<file path="src/rtl/rxq_pkg.sv">
package rxq_pkg;
  localparam int ST_W    = 8;
  localparam int ST_FULL = 0;
  localparam int ST_REQ  = 1;
  localparam int ST_OVF  = 2;

  typedef struct packed {
    logic full;
    logic req;
  } rxq_flags_t;
endpackage

</file>
<file path="src/rtl/rxq_store.sv">
module rxq_store #(
  parameter int DEPTH = 16,
  parameter int WIDTH = 16,
  localparam int AW = (DEPTH > 1) ? $clog2(DEPTH) : 1,
  localparam int CW = $clog2(DEPTH + 1)
) (
  input  logic             clk,
  input  logic             rst_n,
  input  logic             push_vld,
  input  logic [WIDTH-1:0] push_data,
  input  logic             pop,
  output logic             ready,
  output logic [WIDTH-1:0] head_data,
  output logic [CW-1:0]    cnt,
  output logic [CW-1:0]    cnt_nxt,
  output logic             ovf
);
  localparam logic [CW-1:0] FULL_LVL = CW'(DEPTH);
  localparam logic [AW-1:0] LAST_IX  = AW'(DEPTH - 1);

  logic [WIDTH-1:0] mem [DEPTH];
  logic [AW-1:0]    wr_ix, rd_ix;
  logic             is_full, is_empty, do_push, do_pop;

  function automatic logic [AW-1:0] bump(input logic [AW-1:0] ix);
    return (ix == LAST_IX) ? '0 : ix + AW'(1);
  endfunction

  assign is_full  = (cnt == FULL_LVL);
  assign is_empty = (cnt == '0);
  assign do_push  = push_vld && !is_full;
  assign do_pop   = pop && !is_empty;
  assign ready    = !is_full;

  always_comb begin
    cnt_nxt = cnt;
    case ({do_push, do_pop})
      2'b10:   cnt_nxt = cnt + CW'(1);
      2'b01:   cnt_nxt = cnt - CW'(1);
      default: cnt_nxt = cnt;
    endcase
  end

  always_ff @(posedge clk) begin
    if (do_push) mem[wr_ix] <= push_data;
  end

  always_ff @(posedge clk or negedge rst_n) begin
    if (!rst_n) begin
      wr_ix <= '0;
      rd_ix <= '0;
      cnt   <= '0;
      ovf   <= 1'b0;
    end else begin
      if (do_push) wr_ix <= bump(wr_ix);
      if (do_pop)  rd_ix <= bump(rd_ix);
      cnt <= cnt_nxt;
      if (push_vld && is_full) ovf <= 1'b1;
    end
  end

  assign head_data = is_empty ? '0 : mem[rd_ix];

  a_r1_bound: assert property (@(posedge clk) disable iff (!rst_n) cnt <= FULL_LVL);
  a_r2_ovf_sticky: assert property (@(posedge clk) disable iff (!rst_n) ovf |=> ovf);
  a_r3_empty_pop: assert property (@(posedge clk) disable iff (!rst_n)
    (pop && !push_vld && is_empty) |=> (cnt == '0));
  a_r11_pushpop: assert property (@(posedge clk) disable iff (!rst_n)
    (push_vld && pop && !is_empty && !is_full) |=> $stable(cnt));
endmodule

</file>
<file path="src/rtl/rxq_flags.sv">
module rxq_flags
  import rxq_pkg::*;
#(
  parameter int DEPTH = 16,
  localparam int CW = $clog2(DEPTH + 1)
) (
  input  logic        clk,
  input  logic        rst_n,
  input  logic        rx_en,
  input  logic        dma_ack,
  input  logic [CW-1:0] cnt_nxt,
  input  logic [CW-1:0] wm,
  output rxq_flags_t  fl
);
  localparam logic [CW-1:0] FULL_LVL = CW'(DEPTH);

  rxq_flags_t fl_nxt;

  always_comb begin
    fl_nxt.full = rx_en && (cnt_nxt == FULL_LVL);
    if (!rx_en || dma_ack)  fl_nxt.req = 1'b0;
    else if (cnt_nxt > wm)  fl_nxt.req = 1'b1;
    else if (cnt_nxt < wm)  fl_nxt.req = 1'b0;
    else                    fl_nxt.req = fl.req;
  end

  always_ff @(posedge clk or negedge rst_n) begin
    if (!rst_n) fl <= '0;
    else        fl <= fl_nxt;
  end

  a_r8_gate: assert property (@(posedge clk) disable iff (!rst_n)
    !rx_en |=> (!fl.full && !fl.req));
  a_r7_dma_drop: assert property (@(posedge clk) disable iff (!rst_n)
    dma_ack |=> !fl.req);
  a_r6_below: assert property (@(posedge clk) disable iff (!rst_n)
    (cnt_nxt < wm) |=> !fl.req);
endmodule

</file>
<file path="src/rtl/rxq_irq.sv">
module rxq_irq
  import rxq_pkg::*;
(
  input  logic       clk,
  input  logic       rst_n,
  input  rxq_flags_t fl,
  input  logic       ie_full,
  input  logic       ie_req,
  output logic       irq
);
  always_ff @(posedge clk or negedge rst_n) begin
    if (!rst_n) irq <= 1'b0;
    else        irq <= (fl.full && ie_full) || (fl.req && ie_req);
  end

  a_r9_full_irq: assert property (@(posedge clk) disable iff (!rst_n)
    (fl.full && ie_full) |=> irq);
  a_r9_quiet: assert property (@(posedge clk) disable iff (!rst_n)
    (!ie_full && !ie_req) |=> !irq);
endmodule

</file>
<file path="src/rtl/rx_fifo_dreq.sv">
module rx_fifo_dreq
  import rxq_pkg::*;
#(
  parameter int DEPTH = 16,
  parameter int WIDTH = 16,
  localparam int CW = $clog2(DEPTH + 1)
) (
  input  logic             clk,
  input  logic             rst_n,
  input  logic             rx_en,
  input  logic             in_valid,
  input  logic [WIDTH-1:0] in_data,
  output logic             in_ready,
  input  logic             cpu_rd,
  input  logic             dma_ack,
  output logic [WIDTH-1:0] rd_data,
  input  logic [CW-1:0]    wm,
  input  logic             ie_full,
  input  logic             ie_req,
  output logic [ST_W-1:0]  status,
  output logic [CW-1:0]    level,
  output logic             irq
);
  logic [CW-1:0] cnt, cnt_nxt;
  logic          ovf;
  rxq_flags_t    fl;

  rxq_store #(.DEPTH(DEPTH), .WIDTH(WIDTH)) u_store (
    .clk(clk), .rst_n(rst_n),
    .push_vld(in_valid), .push_data(in_data),
    .pop(cpu_rd || dma_ack),
    .ready(in_ready), .head_data(rd_data),
    .cnt(cnt), .cnt_nxt(cnt_nxt), .ovf(ovf)
  );

  rxq_flags #(.DEPTH(DEPTH)) u_flags (
    .clk(clk), .rst_n(rst_n), .rx_en(rx_en), .dma_ack(dma_ack),
    .cnt_nxt(cnt_nxt), .wm(wm), .fl(fl)
  );

  rxq_irq u_irq (
    .clk(clk), .rst_n(rst_n), .fl(fl),
    .ie_full(ie_full), .ie_req(ie_req), .irq(irq)
  );

  always_comb begin
    status          = '0;
    status[ST_FULL] = fl.full;
    status[ST_REQ]  = fl.req;
    status[ST_OVF]  = ovf;
  end

  assign level = cnt;

  a_r4_full_level: assert property (@(posedge clk) disable iff (!rst_n)
    status[ST_FULL] |-> (level == CW'(DEPTH)));
  a_r10_reserved: assert property (@(posedge clk) disable iff (!rst_n)
    status[ST_W-1:3] == '0);
endmodule

</file>
<file path="config.mk">
export PLATFORM = sky130hd
export DESIGN_NAME = rx_fifo_dreq
export DESIGN_NICKNAME = d
export VERILOG_FILES = /design/src/rtl/rxq_pkg.sv /design/src/rtl/rxq_store.sv /design/src/rtl/rxq_flags.sv /design/src/rtl/rxq_irq.sv /design/src/rtl/rx_fifo_dreq.sv
export SDC_FILE = /design/constraint.sdc
export NUM_CORES = 1
export LEC_CHECK = 0
export CAP_MARGIN = 20
export CORE_ASPECT_RATIO = 2
export CORE_MARGIN = 3
export CORE_UTILIZATION = 50
export DETAILED_ROUTE_END_ITERATION = 8
export GPL_ROUTABILITY_DRIVEN = 0
export PLACE_DENSITY = 0.74
export SYNTH_ARGS = -nofsm -noshare
export SYNTH_HDL_FRONTEND = slang
export SYNTH_SLANG_ARGS = --single-unit
</file>
<file path="constraint.sdc">
create_clock -name clk -period 8.2 [get_ports clk]
set_input_delay 0.82 -clock clk [delete_from_list [all_inputs] [get_ports clk]]
set_output_delay 0.82 -clock clk [all_outputs]
set_load 0.05 [all_outputs]
</file>
==> results of run 1 <==
## worst paths after layout
| check | depth (start not counted) | to | from |
|---|---|---|---|
| worst min-delay path | 1 | u_store.ovf | u_store.ovf |
| worst min register to register | 1 | u_store.ovf | u_store.ovf |
| worst max register to register | 15 | u_flags.fl[0] | u_store.cnt[2] |
| min in group asynchronous | 1 | u_store.wr_ix[0] | rst_n |
| worst max-delay path | 6 | rd_data[12] | u_store.rd_ix[0] |
| max in group asynchronous | 1 | u_store.rd_ix[0] | rst_n |
## sequential cells by signal, indices dropped and copies added (netlist names)
signal	cells
u_store.mem	256
u_store.cnt	5
u_store.rd_ix	4
u_store.wr_ix	4
u_flags.fl	2
u_irq.irq	1
u_store.ovf	1
## critical path, delay by kind of cell, from the launching register on
family / cells / cell delay (ns)
flops: 1 / 0.99
mux: 1 / 0.22
buf+inv: 2 / 1.74
compound gates: 3 / 0.82
## per-stage QoR
stage | util, % | setup slack [ns]
finish | 59.11 | 3.012
global route | 59.11 | 2.779
CTS | 59.11 | 3.012
detailed placement | 55.29 | 3.580
global placement | 55.29 | 3.656
floorplan | - | 4.345
## power by group
part	internal [mW]	switching [mW]	total [mW]	leakage, nW
Combinational	0.703	1.13	1.84	1.45
Sequential	1.68	0.154	1.83	2.52
Clock	0.706	0.479	1.19	0.403
Total	3.09	1.77	4.86	4.37
## cell type report
type	count	share of cell area (%)
timing repair buffer	77	5.565
clock buffer	24	4.521
inverter	11	0.3222
tap	273	2.665
clock inverter	16	1.943
multi-input combinational	300	21.65
sequential	273	63.34
## layer usage
| metal | vias up | track usage [%] |
|---|---|---|
| met1 | 3091 | 24.45 |
| met4 | 2 | 8.526 |
| met3 | 64 | 3.157 |
| li1 | 2627 | - |
| met2 | 312 | 36.64 |
| met5 | - | 0 |
## cells in the final DEF, fill, tap and decap left out, types with 3 or more instances in the layout
cell type        netlist  routed
ha_1                  12      12
conb_1                 1       5
bufinv_16              0       6
nor2b_1                3       3
dfrtp_1               17      16
nor2_1                19      18
a21oi_1                4       4
clkbuf_16              0      23
nor3_2                 0       4
clkdlybuf4s50_1        0      54
mux2_2                 4       4
nand3_1                3       3
nand2b_1               6       6
o221ai_1              32      32
edfxtp_1             256     256
o22ai_1               16      16
buf_4                  7      23
o21ai_0                8       8
inv_1                 11      11
clkinv_2               0       4
a21o_1                 3       3
xnor2_1                5       5
mux4_2                32      32
mux2i_1               67      67
a211oi_1              17      17
nand2_1               33      33
## logic make-up after synthesis
group	after synthesis	synth area share, %
AO/OA/AOI/OAI	92	6.192
AND/OR/NAND/NOR	80	3.462
other	1	0.03380
multiplexers	104	13.07
XOR/XNOR	7	0.5526
adder cells (fa/ha/maj)	12	1.353
buffers and inverters	52	2.210
flip-flops	273	73.13
==> impl_metrics.tcl, run 1 <==
set metrics [dict create \
    finalCritPeriodShare_pct 63.26 \
    syn_to_final_growth_pct 15.51 \
    multiInputGateArea_sq_mm 0.002774 \
    cts.sinks 273 \
    p_total_mw 4.856 \
    yosys_most_used_dff "edfxtp_1" \
    ctsRootBufferMaster "clkbuf_16" \
    synthesis.area_sq_mm 0.01109 \
    slowest_stage "dfrtp_4" \
    grt_max_degree 53 \
    worst_hold_slack_ns 0.5032 \
    synth_async_sr_flop_share_pct 6.227 \
    cp-end-kind "primary output" \
    setup_tns_ns 0 \
    fmax_mhz 192.8 \
    synth.avg_cell_area_sq_um 17.87 \
    ys_types 47 \
    cp.arrival_ns 4.37 \
    crit_type "register to primary output" \
    yosysSeqAreaShare_pct 73.13 \
    leakagePower_nw 4.375 \
    met1_length_um 8652 \
    cts_setup_buffers 0 \
    slew_headroom_pct 36.57 \
    postCtsHoldBufs 0 \
    nFillCells 1578 \
    grt_usage_pct 20.44 \
    insertion_delay_ns 0.52 \
    placed_area_sq_mm 0.01199 \
    vias_per_cell 6.259 \
    io_pins 60 \
    hp-class "register to register" \
    path_cells "buf_4, mux2i_1, o221ai_1, o22ai_1, a211oi_1, clkdlybuf4s50_1" \
    postRouteAntennaNets 0 \
    die_area_sq_mm 0.02412 \
    yosys.area.top_type "edfxtp_1" \
    die_w_um 111.3 \
    route.detailed.drc 0 \
    grt.overflow.total 0 \
    fin_nets 726 \
    netlist_instances 621 \
    wl_met2_um 13040 \
    dr.pass1.iters 7 \
    clk_pin_slew_worst_paths_ns 0.07 \
    critPathMaxFanout 52 \
    setup_viol 0 \
    grt_antenna_before_repair 1 \
    cts_buffers 22 \
    synthTopCellsByCount "edfxtp_1, mux2i_1, nand2_1" \
    final-seq-area_sq_mm 0.008117 \
    diodes 0 \
    power.density_mw_per_mm2 378.9 \
    io_buffers 54 \
    yosysTopAreaCellShare_pct 69.29 \
    dpl.cell_count 934 \
    dr_wl_met3_um 1724 \
    drive_above_1_share_pct 14.98 \
    grt_pass1_wl_um 37320 \
    vias 6096 \
    layout.cells.non_filler 974 \
    wl_per_cell_um 25.01 \
    cts_htree_levels 1 \
    ys_top_cells_by_area "edfxtp_1, mux4_2, mux2i_1" \
    synth.ff_latch_count 273 \
    fp.dieH_um 216.7 \
    grt_pass1_vias 6369 \
    rsz0062_at_grt "false" \
    synth_edf_count 256 \
    cpPeakStageDelay_ns 0.99 \
    min_period_ns 5.188 \
    post-synth-top-count-cell "edfxtp_1" \
    finalHoldViolCount 0 \
    status "finished clean" \
    cts_resized 0 \
    r2r_slack_ns 4.35 \
    hpwl_um 14940 \
    irDropWorstVdd_mv 0.2438 \
    initial_core_util_pct 51.17 \
    ys_warn_count 0 \
    tightest_slew_ns 0.9514 \
    fin_worst_skew_ns 0.01821 \
    totalWireLength_um 24360 \
    cap_violations 0 \
    rows 76 \
    fin_area_sq_mm 0.01281 \
    routed.top_layer "met5" \
    cp-start-kind "register" \
    cts_tree "built" \
    core-area_sq_mm 0.02168 \
    cts_buffer_depth 3 \
    drtIter0Drc 518 \
    maxSlewViolCount 0 \
    cp_data_required_time_ns 7.38 \
]
Note: power is estimated with default switching activity, not from simulation.
==> inputs of run 2 (changes only) <==
PLACE_DENSITY = 0.77   (was 0.74)
clock period = 4.7 ns   (was 8.2 ns; I/O delays follow)
==> run 2 against run 1 <==
  * Largest power group is now registers
  * Worst hold slack lost 0.088 ns
  * Non-clock buffer count grew 2
  * Register-to-register slack lost 3.4 ns
  * Die area is the same
  * Worst setup slack lost 2.4 ns
  * Critical path type unchanged
==> impl_metrics.tcl, run 2 (same netlist as run 1, synthesis figures left out) <==
set metrics [dict create \
    status "finished clean" \
    drtIter0Drc 505 \
    fin_nets 728 \
    slew_headroom_pct 27.31 \
    cts_tree "built" \
    grt.overflow.total 0 \
    postRouteAntennaNets 0 \
    die_w_um 111.3 \
    io_pins 60 \
    totalWireLength_um 24390 \
    diodes 0 \
    drive_above_1_share_pct 16.07 \
    cap_violations 0 \
    ctsRootBufferMaster "clkbuf_16" \
    route.detailed.drc 0 \
    cp.arrival_ns 3.59 \
    rr_worst_depth 13 \
    final_common_cell "edfxtp_1" \
    reg_top3 "u_store.mem (256), u_store.cnt (5)" \
    cts_htree_levels 1 \
    core-area_sq_mm 0.02168 \
    fp.dieH_um 216.7 \
    clk_pin_slew_worst_paths_ns 0.07 \
    dr.pass1.iters 5 \
    cts.sinks 273 \
    endpoint "rd_data[7]" \
    cpPeakStageDelay_ns 1.07 \
    r2r_slack_ns 0.93 \
    cts_buffer_depth 3 \
    initial_core_util_pct 51.17 \
    wl_per_cell_um 24.99 \
    setup_tns_ns 0 \
    finalCritPeriodShare_pct 86.43 \
    slowest_stage "dfrtp_1" \
    min_period_ns 4.062 \
    cp_data_required_time_ns 4.23 \
    insertion_delay_ns 0.52 \
    grt_max_degree 58 \
    hp-class "input pin to async pin" \
    vias 6053 \
    nFillCells 1567 \
    path_cells "nand2b_1, buf_4, o221ai_1, o22ai_1, a211oi_1, clkdlybuf4s50_1" \
    largest_reg_flops 256 \
    leakagePower_nw 4.334 \
    setup_viol 0 \
    crit_type "register to primary output" \
    grt_antenna_before_repair 0 \
    die_area_sq_mm 0.02412 \
    hpwl_um 14830 \
    irDropWorstVdd_mv 0.5006 \
    grt_pass1_wl_um 37470 \
    r2r_end "u_flags.fl[0]" \
    top_register "u_store.mem" \
    maxSlewViolCount 0 \
    syn_to_final_growth_pct 14.30 \
    fmax_mhz 246.2 \
    cp-start-kind "register" \
    critPathMaxFanout 21 \
    io_buffers 54 \
    grt_usage_pct 20.42 \
    cts_setup_buffers 0 \
    cp-startpoint "u_store.rd_ix[2]" \
    vias_per_cell 6.202 \
    finalHoldViolCount 0 \
    final_cell_mix "edfxtp_1, mux2i_1, clkdlybuf4s50_1" \
    p_total_mw 8.218 \
    tightest_slew_ns 1.090 \
    power.density_mw_per_mm2 648.1 \
    fin_util_pct 58.49 \
    cts_buffers 22 \
    cp-end-kind "primary output" \
    timing.rr.start "u_store.cnt[2]" \
    cts_resized 0 \
    rsz0062_at_grt "false" \
    fin_worst_skew_ns 0.01028 \
    rows 76 \
    grt_pass1_vias 6428 \
    postCtsHoldBufs 0 \
]
==> run 2: how the worst min path moves through the flow <==
stage | startpoint | slack, ns | to | cells after the start
2_1_floorplan | rst_n | 0.17 | u_flags.fl[0] | 0
3_3_place_gp | u_store.ovf | 0.47 | u_store.ovf | 1
3_5_place_dp | u_store.ovf | 0.47 | u_store.ovf | 1
4_1_cts | rst_n | 0.43 | u_flags.fl[0] | 1
5_1_grt | rst_n | 0.47 | u_store.rd_ix[1] | 1
6_report | rst_n | 0.42 | u_flags.fl[0] | 1
==> run 2: cell type report <==
| type | count | area (sq um) | share of cell area (%) |
|---|---|---|---|
| multi-input combinational | 300 | 2771 | 21.85 |
| clock inverter | 15 | 126.4 | 0.9965 |
| timing repair buffer | 79 | 700.7 | 5.525 |
| sequential | 273 | 8117 | 64.01 |
| tap | 273 | 341.6 | 2.694 |
| clock buffer | 25 | 583.1 | 4.598 |
| inverter | 11 | 41.29 | 0.3256 |
==> run 2: metal layers <==
metal	global-route usage (%)	part of all wire, %	up-vias	wire (um)
met4	7.430	2.9	0	704
met1	24.04	35	3067	8431
li1	-	-	2639	-
met5	0	0	-	0
met2	37.91	56	297	13540
met3	2.654	7.0	50	1708
==> run 2: worst max-delay path: cells and delay by family, from the launching register on <==
family | cells | cell delay, ns
AOI/OAI and AO/OA | 3 | 0.67
DFF | 1 | 1.07
buffers and inverters | 2 | 1.14
and+or+nand+nor | 1 | 0.18
==> run 2: report_power, final <==
group          internal [mW]  switching (mW)  total (mW)  leakage (nW)
clock                   1.00           0.820        1.82         0.342
sequential              2.93           0.324        3.25          2.52
combinational           1.20            1.94        3.14          1.47
total                   5.14            3.08        8.22          4.33
==> run 2: per-stage QoR <==
step	hold slack [ns]	std cells	setup slack, ns	cell area (sq um)
5_1_grt	0.4736	976	0.4971	12680
2_1_floorplan	0.1744	625	0.8450	11110
3_5_place_dp	0.4669	936	1.009	11970
3_3_place_gp	0.4680	936	1.133	11970
6_report	0.4151	976	0.6380	12680
4_1_cts	0.4269	976	0.6614	12680
